[src/rtl/pit_pkg.sv]
package pit_pkg;

    typedef enum logic [1:0] {
        MD_TC_INT = 2'd0,
        MD_RATE   = 2'd1,
        MD_STROBE = 2'd2
    } pit_mode_e;

    typedef enum logic [1:0] {
        AC_LATCH = 2'd0,
        AC_LO    = 2'd1,
        AC_HI    = 2'd2,
        AC_LOHI  = 2'd3
    } pit_acc_e;

    // Mode field x10 is periodic, 100 is strobe, everything else terminal-count
    function automatic pit_mode_e decode_mode(input logic [2:0] f);
        if (f[1:0] == 2'b10)   return MD_RATE;
        else if (f == 3'b100)  return MD_STROBE;
        else                   return MD_TC_INT;
    endfunction

endpackage

[src/rtl/pit_ctrl_dec.sv]
module pit_ctrl_dec
    import pit_pkg::*;
#(
    parameter logic [1:0] CHAN_SEL = 2'd0
) (
    input  logic       wr_en,
    input  logic       addr,
    input  logic [7:1] cw_bits,
    output logic       cw_valid,
    output logic       latch_cmd,
    output logic       data_wr,
    output pit_acc_e   acc_new,
    output pit_mode_e  mode_new
);
    logic ctl_hit;

    always_comb begin
        ctl_hit   = wr_en && addr && (cw_bits[7:6] == CHAN_SEL);
        acc_new   = pit_acc_e'(cw_bits[5:4]);
        mode_new  = decode_mode(cw_bits[3:1]);
        cw_valid  = ctl_hit && (cw_bits[5:4] != 2'b00);
        latch_cmd = ctl_hit && (cw_bits[5:4] == 2'b00);
        data_wr   = wr_en && !addr;
    end
endmodule

[src/rtl/pit_byte_io.sv]
module pit_byte_io
    import pit_pkg::*;
#(
    parameter int DATA_W = 8,
    localparam int CNT_W = 2 * DATA_W
) (
    input  logic              clk,
    input  logic              rst_n,
    input  logic              cw_valid,
    input  pit_acc_e          acc_new,
    input  logic              latch_cmd,
    input  logic              data_wr,
    input  logic [DATA_W-1:0] wdata,
    input  logic              rd_fire,
    input  logic [CNT_W-1:0]  cnt,
    output logic              load_go,
    output logic [CNT_W-1:0]  load_val,
    output logic [DATA_W-1:0] rdata,
    output logic              latched,
    output logic [CNT_W-1:0]  latch_val
);
    typedef struct packed {
        pit_acc_e          acc;
        logic              wr_hi;
        logic              rd_hi;
        logic [DATA_W-1:0] lo_hold;
        logic              latched;
        logic [CNT_W-1:0]  snap;
    } io_st_t;

    io_st_t st_d, st_q;
    logic [CNT_W-1:0] src;
    logic             show_hi;
    logic             last_rd;

    always_comb begin
        st_d     = st_q;
        load_go  = 1'b0;
        load_val = '0;
        last_rd  = (st_q.acc != AC_LOHI) || st_q.rd_hi;
        if (cw_valid) begin
            st_d.acc     = acc_new;
            st_d.wr_hi   = 1'b0;
            st_d.rd_hi   = 1'b0;
            st_d.latched = 1'b0;
        end else begin
            if (data_wr) begin
                case (st_q.acc)
                    AC_LO: begin
                        load_go  = 1'b1;
                        load_val = {{DATA_W{1'b0}}, wdata};
                    end
                    AC_HI: begin
                        load_go  = 1'b1;
                        load_val = {wdata, {DATA_W{1'b0}}};
                    end
                    default: begin
                        if (!st_q.wr_hi) begin
                            st_d.lo_hold = wdata;
                            st_d.wr_hi   = 1'b1;
                        end else begin
                            load_go     = 1'b1;
                            load_val    = {wdata, st_q.lo_hold};
                            st_d.wr_hi  = 1'b0;
                        end
                    end
                endcase
            end
            if (rd_fire) begin
                if (st_q.acc == AC_LOHI) st_d.rd_hi = !st_q.rd_hi;
                if (last_rd)             st_d.latched = 1'b0;
            end
            // evaluated after the read so a fresh snapshot is not released at once
            if (latch_cmd && !st_q.latched) begin
                st_d.latched = 1'b1;
                st_d.snap    = cnt;
            end
        end

        src     = st_q.latched ? st_q.snap : cnt;
        show_hi = (st_q.acc == AC_HI) || ((st_q.acc == AC_LOHI) && st_q.rd_hi);
        rdata   = show_hi ? src[CNT_W-1 -: DATA_W] : src[DATA_W-1:0];
        latched   = st_q.latched;
        latch_val = st_q.snap;
    end

    always_ff @(posedge clk) begin
        if (!rst_n) begin
            st_q         <= '0;
            st_q.acc     <= AC_LOHI;
        end else begin
            st_q <= st_d;
        end
    end
endmodule

[src/rtl/pit_count_core.sv]
module pit_count_core
    import pit_pkg::*;
#(
    parameter int CNT_W = 16
) (
    input  logic             clk,
    input  logic             rst_n,
    input  logic             cw_valid,
    input  pit_mode_e        mode_new,
    input  logic             load_go,
    input  logic [CNT_W-1:0] load_val,
    output logic [CNT_W-1:0] cnt,
    output logic             armed,
    output pit_mode_e        mode,
    output logic             tmr_out
);
    typedef struct packed {
        pit_mode_e        mode;
        logic [CNT_W-1:0] reload;
        logic [CNT_W-1:0] cnt;
        logic             armed;
        logic             out;
        logic             done;
    } core_st_t;

    core_st_t st_d, st_q;
    logic     tc;

    always_comb begin
        st_d = st_q;
        tc   = st_q.armed && (st_q.cnt == CNT_W'(1));
        if (cw_valid) begin
            st_d.mode  = mode_new;
            st_d.armed = 1'b0;
            st_d.done  = 1'b0;
            st_d.out   = (mode_new != MD_TC_INT);
        end else if (load_go) begin
            st_d.cnt    = load_val;
            st_d.reload = load_val;
            st_d.armed  = 1'b1;
            st_d.done   = 1'b0;
            case (st_q.mode)
                MD_RATE:   st_d.out = (load_val != CNT_W'(1));
                MD_STROBE: st_d.out = 1'b1;
                default:   st_d.out = 1'b0;
            endcase
        end else if (st_q.armed) begin
            case (st_q.mode)
                MD_RATE: begin
                    st_d.cnt = tc ? st_q.reload : st_q.cnt - CNT_W'(1);
                    st_d.out = (st_d.cnt != CNT_W'(1));
                end
                MD_STROBE: begin
                    st_d.cnt = st_q.cnt - CNT_W'(1);
                    st_d.out = !(tc && !st_q.done);
                    if (tc) st_d.done = 1'b1;
                end
                default: begin
                    st_d.cnt = st_q.cnt - CNT_W'(1);
                    if (tc) st_d.out = 1'b1;
                end
            endcase
        end
        cnt     = st_q.cnt;
        armed   = st_q.armed;
        mode    = st_q.mode;
        tmr_out = st_q.out;
    end

    always_ff @(posedge clk) begin
        if (!rst_n) begin
            st_q      <= '0;
            st_q.mode <= MD_TC_INT;
        end else begin
            st_q <= st_d;
        end
    end
endmodule

[src/rtl/pit_channel.sv]
module pit_channel
    import pit_pkg::*;
#(
    parameter int         DATA_W   = 8,
    parameter logic [1:0] CHAN_SEL = 2'd0
) (
    input  logic              clk,
    input  logic              rst_n,
    input  logic              wr_en,
    input  logic              rd_en,
    input  logic              addr,
    input  logic [DATA_W-1:0] wdata,
    output logic [DATA_W-1:0] rdata,
    output logic              tmr_out
);
    localparam int CNT_W = 2 * DATA_W;

    logic             cw_valid, latch_cmd, data_wr, rd_fire;
    pit_acc_e         acc_new;
    pit_mode_e        mode_new, core_mode;
    logic             load_go, armed, latched;
    logic [CNT_W-1:0] load_val, cnt_val, latch_val;

    assign rd_fire = rd_en && !addr;

    pit_ctrl_dec #(.CHAN_SEL(CHAN_SEL)) u_dec (
        .wr_en     (wr_en),
        .addr      (addr),
        .cw_bits   (wdata[7:1]),
        .cw_valid  (cw_valid),
        .latch_cmd (latch_cmd),
        .data_wr   (data_wr),
        .acc_new   (acc_new),
        .mode_new  (mode_new)
    );

    pit_byte_io #(.DATA_W(DATA_W)) u_io (
        .clk       (clk),
        .rst_n     (rst_n),
        .cw_valid  (cw_valid),
        .acc_new   (acc_new),
        .latch_cmd (latch_cmd),
        .data_wr   (data_wr),
        .wdata     (wdata),
        .rd_fire   (rd_fire),
        .cnt       (cnt_val),
        .load_go   (load_go),
        .load_val  (load_val),
        .rdata     (rdata),
        .latched   (latched),
        .latch_val (latch_val)
    );

    pit_count_core #(.CNT_W(CNT_W)) u_core (
        .clk      (clk),
        .rst_n    (rst_n),
        .cw_valid (cw_valid),
        .mode_new (mode_new),
        .load_go  (load_go),
        .load_val (load_val),
        .cnt      (cnt_val),
        .armed    (armed),
        .mode     (core_mode),
        .tmr_out  (tmr_out)
    );
endmodule

[config.mk]
export PLATFORM = sky130hd
export DESIGN_NAME = pit_channel
export DESIGN_NICKNAME = d
export VERILOG_FILES = /design/src/rtl/pit_pkg.sv /design/src/rtl/pit_ctrl_dec.sv /design/src/rtl/pit_byte_io.sv /design/src/rtl/pit_count_core.sv /design/src/rtl/pit_channel.sv
export SDC_FILE = /design/constraint.sdc
export NUM_CORES = 1
export LEC_CHECK = 0
export BUFFER_PORTS_ARGS = -buffer_cell sky130_fd_sc_hd__buf_2
export CORE_AREA = 2 2 92 112
export DETAILED_ROUTE_END_ITERATION = 10
export DIE_AREA = 0 0 94 114
export GPL_TIMING_DRIVEN = 0
export PLACE_DENSITY_LB_ADDON = 0.08
export RECOVER_POWER = 25
export SYNTH_ARGS = -nofsm -noshare
export SYNTH_HDL_FRONTEND = slang
export SYNTH_SLANG_ARGS = --single-unit
[constraint.sdc]
create_clock -name clk -period 5.9 [get_ports clk]
set_input_delay 0.295 -clock clk [delete_from_list [all_inputs] [get_ports clk]]
set_output_delay 0.295 -clock clk [all_outputs]
set_load 0.05 [all_outputs]
Word level (Yosys, flattened, before mapping)
Cells that the tools add are included.
{ "word_totals": {"register_bits": 66, "output_inout_bits": 9, "wordCells": 94} }
{ "op_classes": {"addsub": 1, "n_eq_ne": 11, "muxes": 28, "bitwise_logic": 4, "reduce_logical": 38} }
{ "op_table": {"columns": ["op", "count"], "rows": [
  ["$mux W16", 8],
  ["$ne A16 B1 Y1 const B", 2],
  ["$pmux W16 S2", 1],
  ["$mux W17", 1],
  ["$eq A16 B1 Y1 const B", 1],
  ["$sub A16 B1 Y16 const B", 1],
  ["$reduce_and A2 Y1", 7],
  ["$logic_and A1 B1 Y1", 10],
  ["$mux W1", 10],
  ["$mux W2", 5],
  ["$reduce_bool A2 Y1", 5],
  ["$eq A2 B2 Y1 const B", 4],
  ["$mux W8", 1],
  ["$logic_not A1 Y1", 5],
  ["$reduce_bool A5 Y1", 1],
  ["$eq A2 B1 Y1 const B", 2],
  ["$logic_not A2 Y1", 2],
  ["$not A1 Y1", 4],
  ["$pmux W1 S2", 2],
  ["$reduce_and A4 Y1", 1],
  ["$reduce_or A2 Y1", 2],
  ["$eq A3 B3 Y1 const B", 1],
  ["$reduce_and A3 Y1", 1],
  ["$reduce_bool A3 Y1", 1],
  ["3 further kinds", 4]
]} }

Logic depth before layout (Yosys ltp)
{ "logic_depth": {"ltp_word": 8, "depth_mapped": 10, "depth_no_buf": 9} }

Hierarchy
A second synthesis with hierarchy kept.
{ "hier_totals": {"cells_unflattened": 501, "hier_area_um2": 4194.0} }
{ "modules_own_cells": {"columns": ["mod", "instances", "cells_each", "area_per_inst_um2", "seq_area_each_um2"], "rows": [
  ["pit_count_core", 1, 302, 2404.8, 740.7],
  ["pit_byte_io", 1, 189, 1711.6, 580.6],
  ["pit_ctrl_dec", 1, 9, 63.8, 0.0],
  ["pit_channel", 1, 1, 13.8, 0.0]
]} }

Least setup slack after synthesis
OpenSTA, ideal clock, no wires.
{ "synth_path": {"kind": "reg2reg", "startpoint": "reg u_core.st_q (netlist bit u_core.cnt[1])", "endpoint": "reg u_core.st_q (netlist bit u_core.tmr_out)", "arrival_ps": 2210, "setup_slack_ps": 3564, "path_stages_with_launch": 11, "n_path_buf": 1, "synth_period_minus_slack_ps": 2336, "cell_sequence": "dfxtp_1 -> buf_6 -> inv_1 -> ha_1 -> nor3b_2 -> nand3_1 -> xnor2_1 -> nor4_1 -> mux2i_1 -> o41ai_1 -> a21oi_1"} }
{ "synth_via": {"elab_chain_cells": 8, "word_cells_on_any_way": 13, "cone_classes": "1 x add/sub; 2 x eq/ne; 5 x mux; 5 x reduce/logical"} }
{ "synth_lines": {"columns": ["item", "line", "rtl"], "rows": [
  ["from (decl)", "pit_count_core.sv:26", "core_st_t st_d, st_q;"],
  ["from (signal assigned)", "pit_count_core.sv:75", "st_q <= st_d;"],
  ["branches (longest 8 deep; another with $sub A16 B1 Y16)", null, null]
]} }
Parallel ways; which one is timed is not known. The select of a mux whose other input is x is not followed.
A chain may end at the register's enable or synchronous reset.

Worst setup path in the final report
{ "layout_path": {"startpoint": "reg u_core.st_q (netlist bit u_core.cnt[0])", "endpoint": "reg u_core.st_q (netlist bit u_core.tmr_out)"} }
Same word-level chain as after synthesis.

==> impl_metrics.ini <==
[critical_path]
worstPathMaxFanout = 9
path_class = reg2reg
required_ps = 6110
cp-start-kind = register
end_kind = register
slowest_delay_ps = 610
path_cells = inv_1 > ha_1 > nor3b_2 > nand3_1 > xnor2_1 > nor4_1 > mux2i_1 > o41ai_1 > a21oi_1
cp_slowest_cell = nor3b_2
critical-path-top-delay-family = simple AND/OR/NAND/NOR gates
critPathBufInv = 1
worst_ep_arrival_time_ps = 3230

[placement]
place_area_um2 = 4048
dpl.hpwl_um = 8380
dp.cells = 617
numPortBuffers = 18
gp_congestion = 0.8663
pre_cts_ws_ps = 2902

[clocking]
tritoncts = done
cts.clk_slew.worst_paths_ps = 50
cts.htree.levels = 3
cts_resized = 0
insertion_delay_ps = 340
cts_setup_buffers = 0
cts_buffers = 9
cts_buffer_depth = 2
root_buffer = clkbuf_16
cts_hold_buffers = 0
clock-sinks = 66

[final_layout]
final_cells = 632
area_growth_pct = 13.50
diodes = 0
drive_gt1_share_pct = 12.06
nFillCells = 999
fin_area_um2 = 4313
final_net_count = 522

[synth]
synthArstFlopShare_pct = 0
syn_inst = 473
syn_nets = 493
netlist_area_um2 = 3800
synth_edf_count = 0
ys.flop_type = dfxtp_1
synth_cell_types = 59
yosysWarningCount = 0
synth.avg_cell_area_um2 = 8.034
ys_ff_latch = 66
ys_seq_area_share_pct = 34.77

[sta]
worst_pin_slew_ps = 1115
finClkSkew_ps = 5.835
finalCritPeriodShare_pct = 51.18
finalWorstSetupSlack_ps = 2880
hold_viol_final = 0
max_freq_mhz = 331.2
tns_ps = 0
finalSetupViolCount = 0
final.min_clock_period_ps = 3020
finalMaxSlewViolations = 0
rsz0062_at_grt = false
relSlewSlack_pct = 24.85

[global_route]
antenna_found_initial = 0
grt_pass1_vias = 3290
grt_max_degree = 11
grtUsageTotal_pct = 21.92
grt.overflow.total = 0
grt_pass1_wl_um = 17940

[power]
p_leak_uw = 0.001634
p_per_area_nw_per_um2 = 307.1
peakVddDrop_v = 0.0001590

[die]
dieArea_um2 = 10720
num_rows = 40
die_w_um = 94
pin_count = 22
coreArea_um2 = 9759
start_util_pct = 38.94
die_y_um = 114

[drt]
wire_per_inst_um = 17.38
drt-total-wl_um = 10990
first_pass_iters = 4
drt_iter0_markers = 146
ant_nets = 0
via_count = 3439
drc = 0
viasPerCell = 5.441

[hold_path]
hp-class = in2reg

[run]
maxCapViolCount = 0

[run_status]
status = finished clean
## routing by layer
layer / vias to the layer above / global-route usage (%) / wire, um
li1: 1732 / - / -
met1: 1621 / 28.32 / 4870
met2: 67 / 35.76 / 5412
met3: 19 / 4.557 / 414
met4: 0 / 8.599 / 288
met5: - / 0 / 0
## cell families after synthesis
kind of cell               count (synthesis)  share of synthesized area [%]
and+or+nand+nor                          200                          24.79
muxes                                     16                          7.014
DFF                                       66                          34.77
AOI/OAI and AO/OA                        124                          21.60
buffers and inverters                     45                          6.058
xor gates and xnor gates                  15                          3.457
adders and majority gates                  7                          2.305
## placed cells by master, fill, tap and decap left out, types with 4 or more instances in the layout
cell	Yosys	final
ha_1	7	7
nor3_1	9	9
nor2b_1	5	5
clkbuf_16	0	9
xnor2_1	9	9
a21boi_0	36	36
nand3_1	10	10
mux4_2	7	7
a211oi_1	4	4
a31oi_1	10	10
nor4_1	10	10
mux2i_1	6	6
clkbuf_1	23	26
o21ai_0	33	34
o211ai_1	12	12
clkbuf_8	4	6
inv_1	10	10
nand2_1	116	116
a21oi_1	12	12
nor2_1	23	23
xor2_1	6	6
dfxtp_1	66	66
buf_2	4	20
## worst paths after layout
kind,from,end,slack (ps),depth (start not counted)
worst min register to register,u_io.latch_val[3]$_SDFFE_PN0P_,u_io.latch_val[3]$_SDFFE_PN0P_,460,2
worst min-delay path,wdata[0],u_io.st_q[17]$_SDFFE_PN0P_,250,3
worst max register to register,u_core.cnt[0]$_SDFFE_PN0P_,u_core.tmr_out$_SDFFE_PN0P_,2880,9
worst max-delay path,u_core.cnt[0]$_SDFFE_PN0P_,u_core.tmr_out$_SDFFE_PN0P_,2880,9
## state kept, by name (all words and copies together) (netlist names)
name,count
u_io.latched,1
u_core.tmr_out,1
u_io.st_q,12
u_core.armed,1
u_core.mode,2
u_io.latch_val,16
u_core.cnt,16
u_core.st_q,17
## power breakdown
group / switching (uW) / total, uW / internal [uW]
logic: 203 / 347 / 143
clock network: 191 / 494 / 302
registers: 20.5 / 484 / 464
total: 415 / 1320 / 910
## metrics by stage
stage / util, % / power [uW] / hold slack [ps]
finish: 44.19 / 1325 / 248.8
floorplan: - / 755.8 / 438.6
CTS: 44.26 / 1334 / 242.2
global route: 44.19 / 1400 / 266.2
detailed placement: 41.47 / 836.3 / 454.0
global placement: 41.47 / 838.8 / 448.7
## synth_stat cells, types with 2 or more instances
master | number | area (um2)
dfxtp_1 | 66 | 1321
and2_1 | 2 | 12.51
nor4b_1 | 3 | 26.28
buf_2 | 4 | 20.02
a31oi_1 | 10 | 62.56
mux2_2 | 2 | 22.52
clkbuf_8 | 4 | 55.05
buf_6 | 2 | 22.52
a21oi_1 | 12 | 60.06
nor4_1 | 10 | 62.56
xor2_1 | 6 | 52.55
mux4_2 | 7 | 157.7
nand3_1 | 10 | 50.05
nor3_1 | 9 | 45.04
xnor2_1 | 9 | 78.83
o21a_1 | 3 | 22.52
nor2b_1 | 5 | 31.28
nand2b_1 | 2 | 12.51
o21ai_0 | 33 | 165.2
or3_1 | 2 | 12.51
a211oi_1 | 4 | 30.03
ha_1 | 7 | 87.58
nand4_1 | 2 | 12.51
clkbuf_1 | 23 | 86.33
nand2_1 | 116 | 435.4
nor2_1 | 23 | 86.33
nand3b_1 | 2 | 15.01
a21boi_0 | 36 | 270.3
o211a_1 | 3 | 30.03
mux2i_1 | 6 | 60.06
o211ai_1 | 12 | 90.09
o21ai_2 | 2 | 17.52
inv_1 | 10 | 37.54
## final cells by class
type                            count  area, um2  area share [%]
Buffer                             35      192.7           4.468
Clock buffer                       12      256.5           5.947
Clock inverter                      3      15.01          0.3481
Inverter                           10      37.54          0.8703
Multi-Input combinational cell    362       2245           52.05
Sequential cell                    66       1321           30.64
Tap cell                          126      157.7           3.655
Timing Repair Buffer               18      87.58           2.031
## worst min-delay path, delay by kind of cell
family	cells	cell delay (ps)
AO/OA/AOI/OAI	1	60
buffers and inverters	1	120
AND/OR/NAND/NOR	1	50
Power figures use the tool's default switching activity.
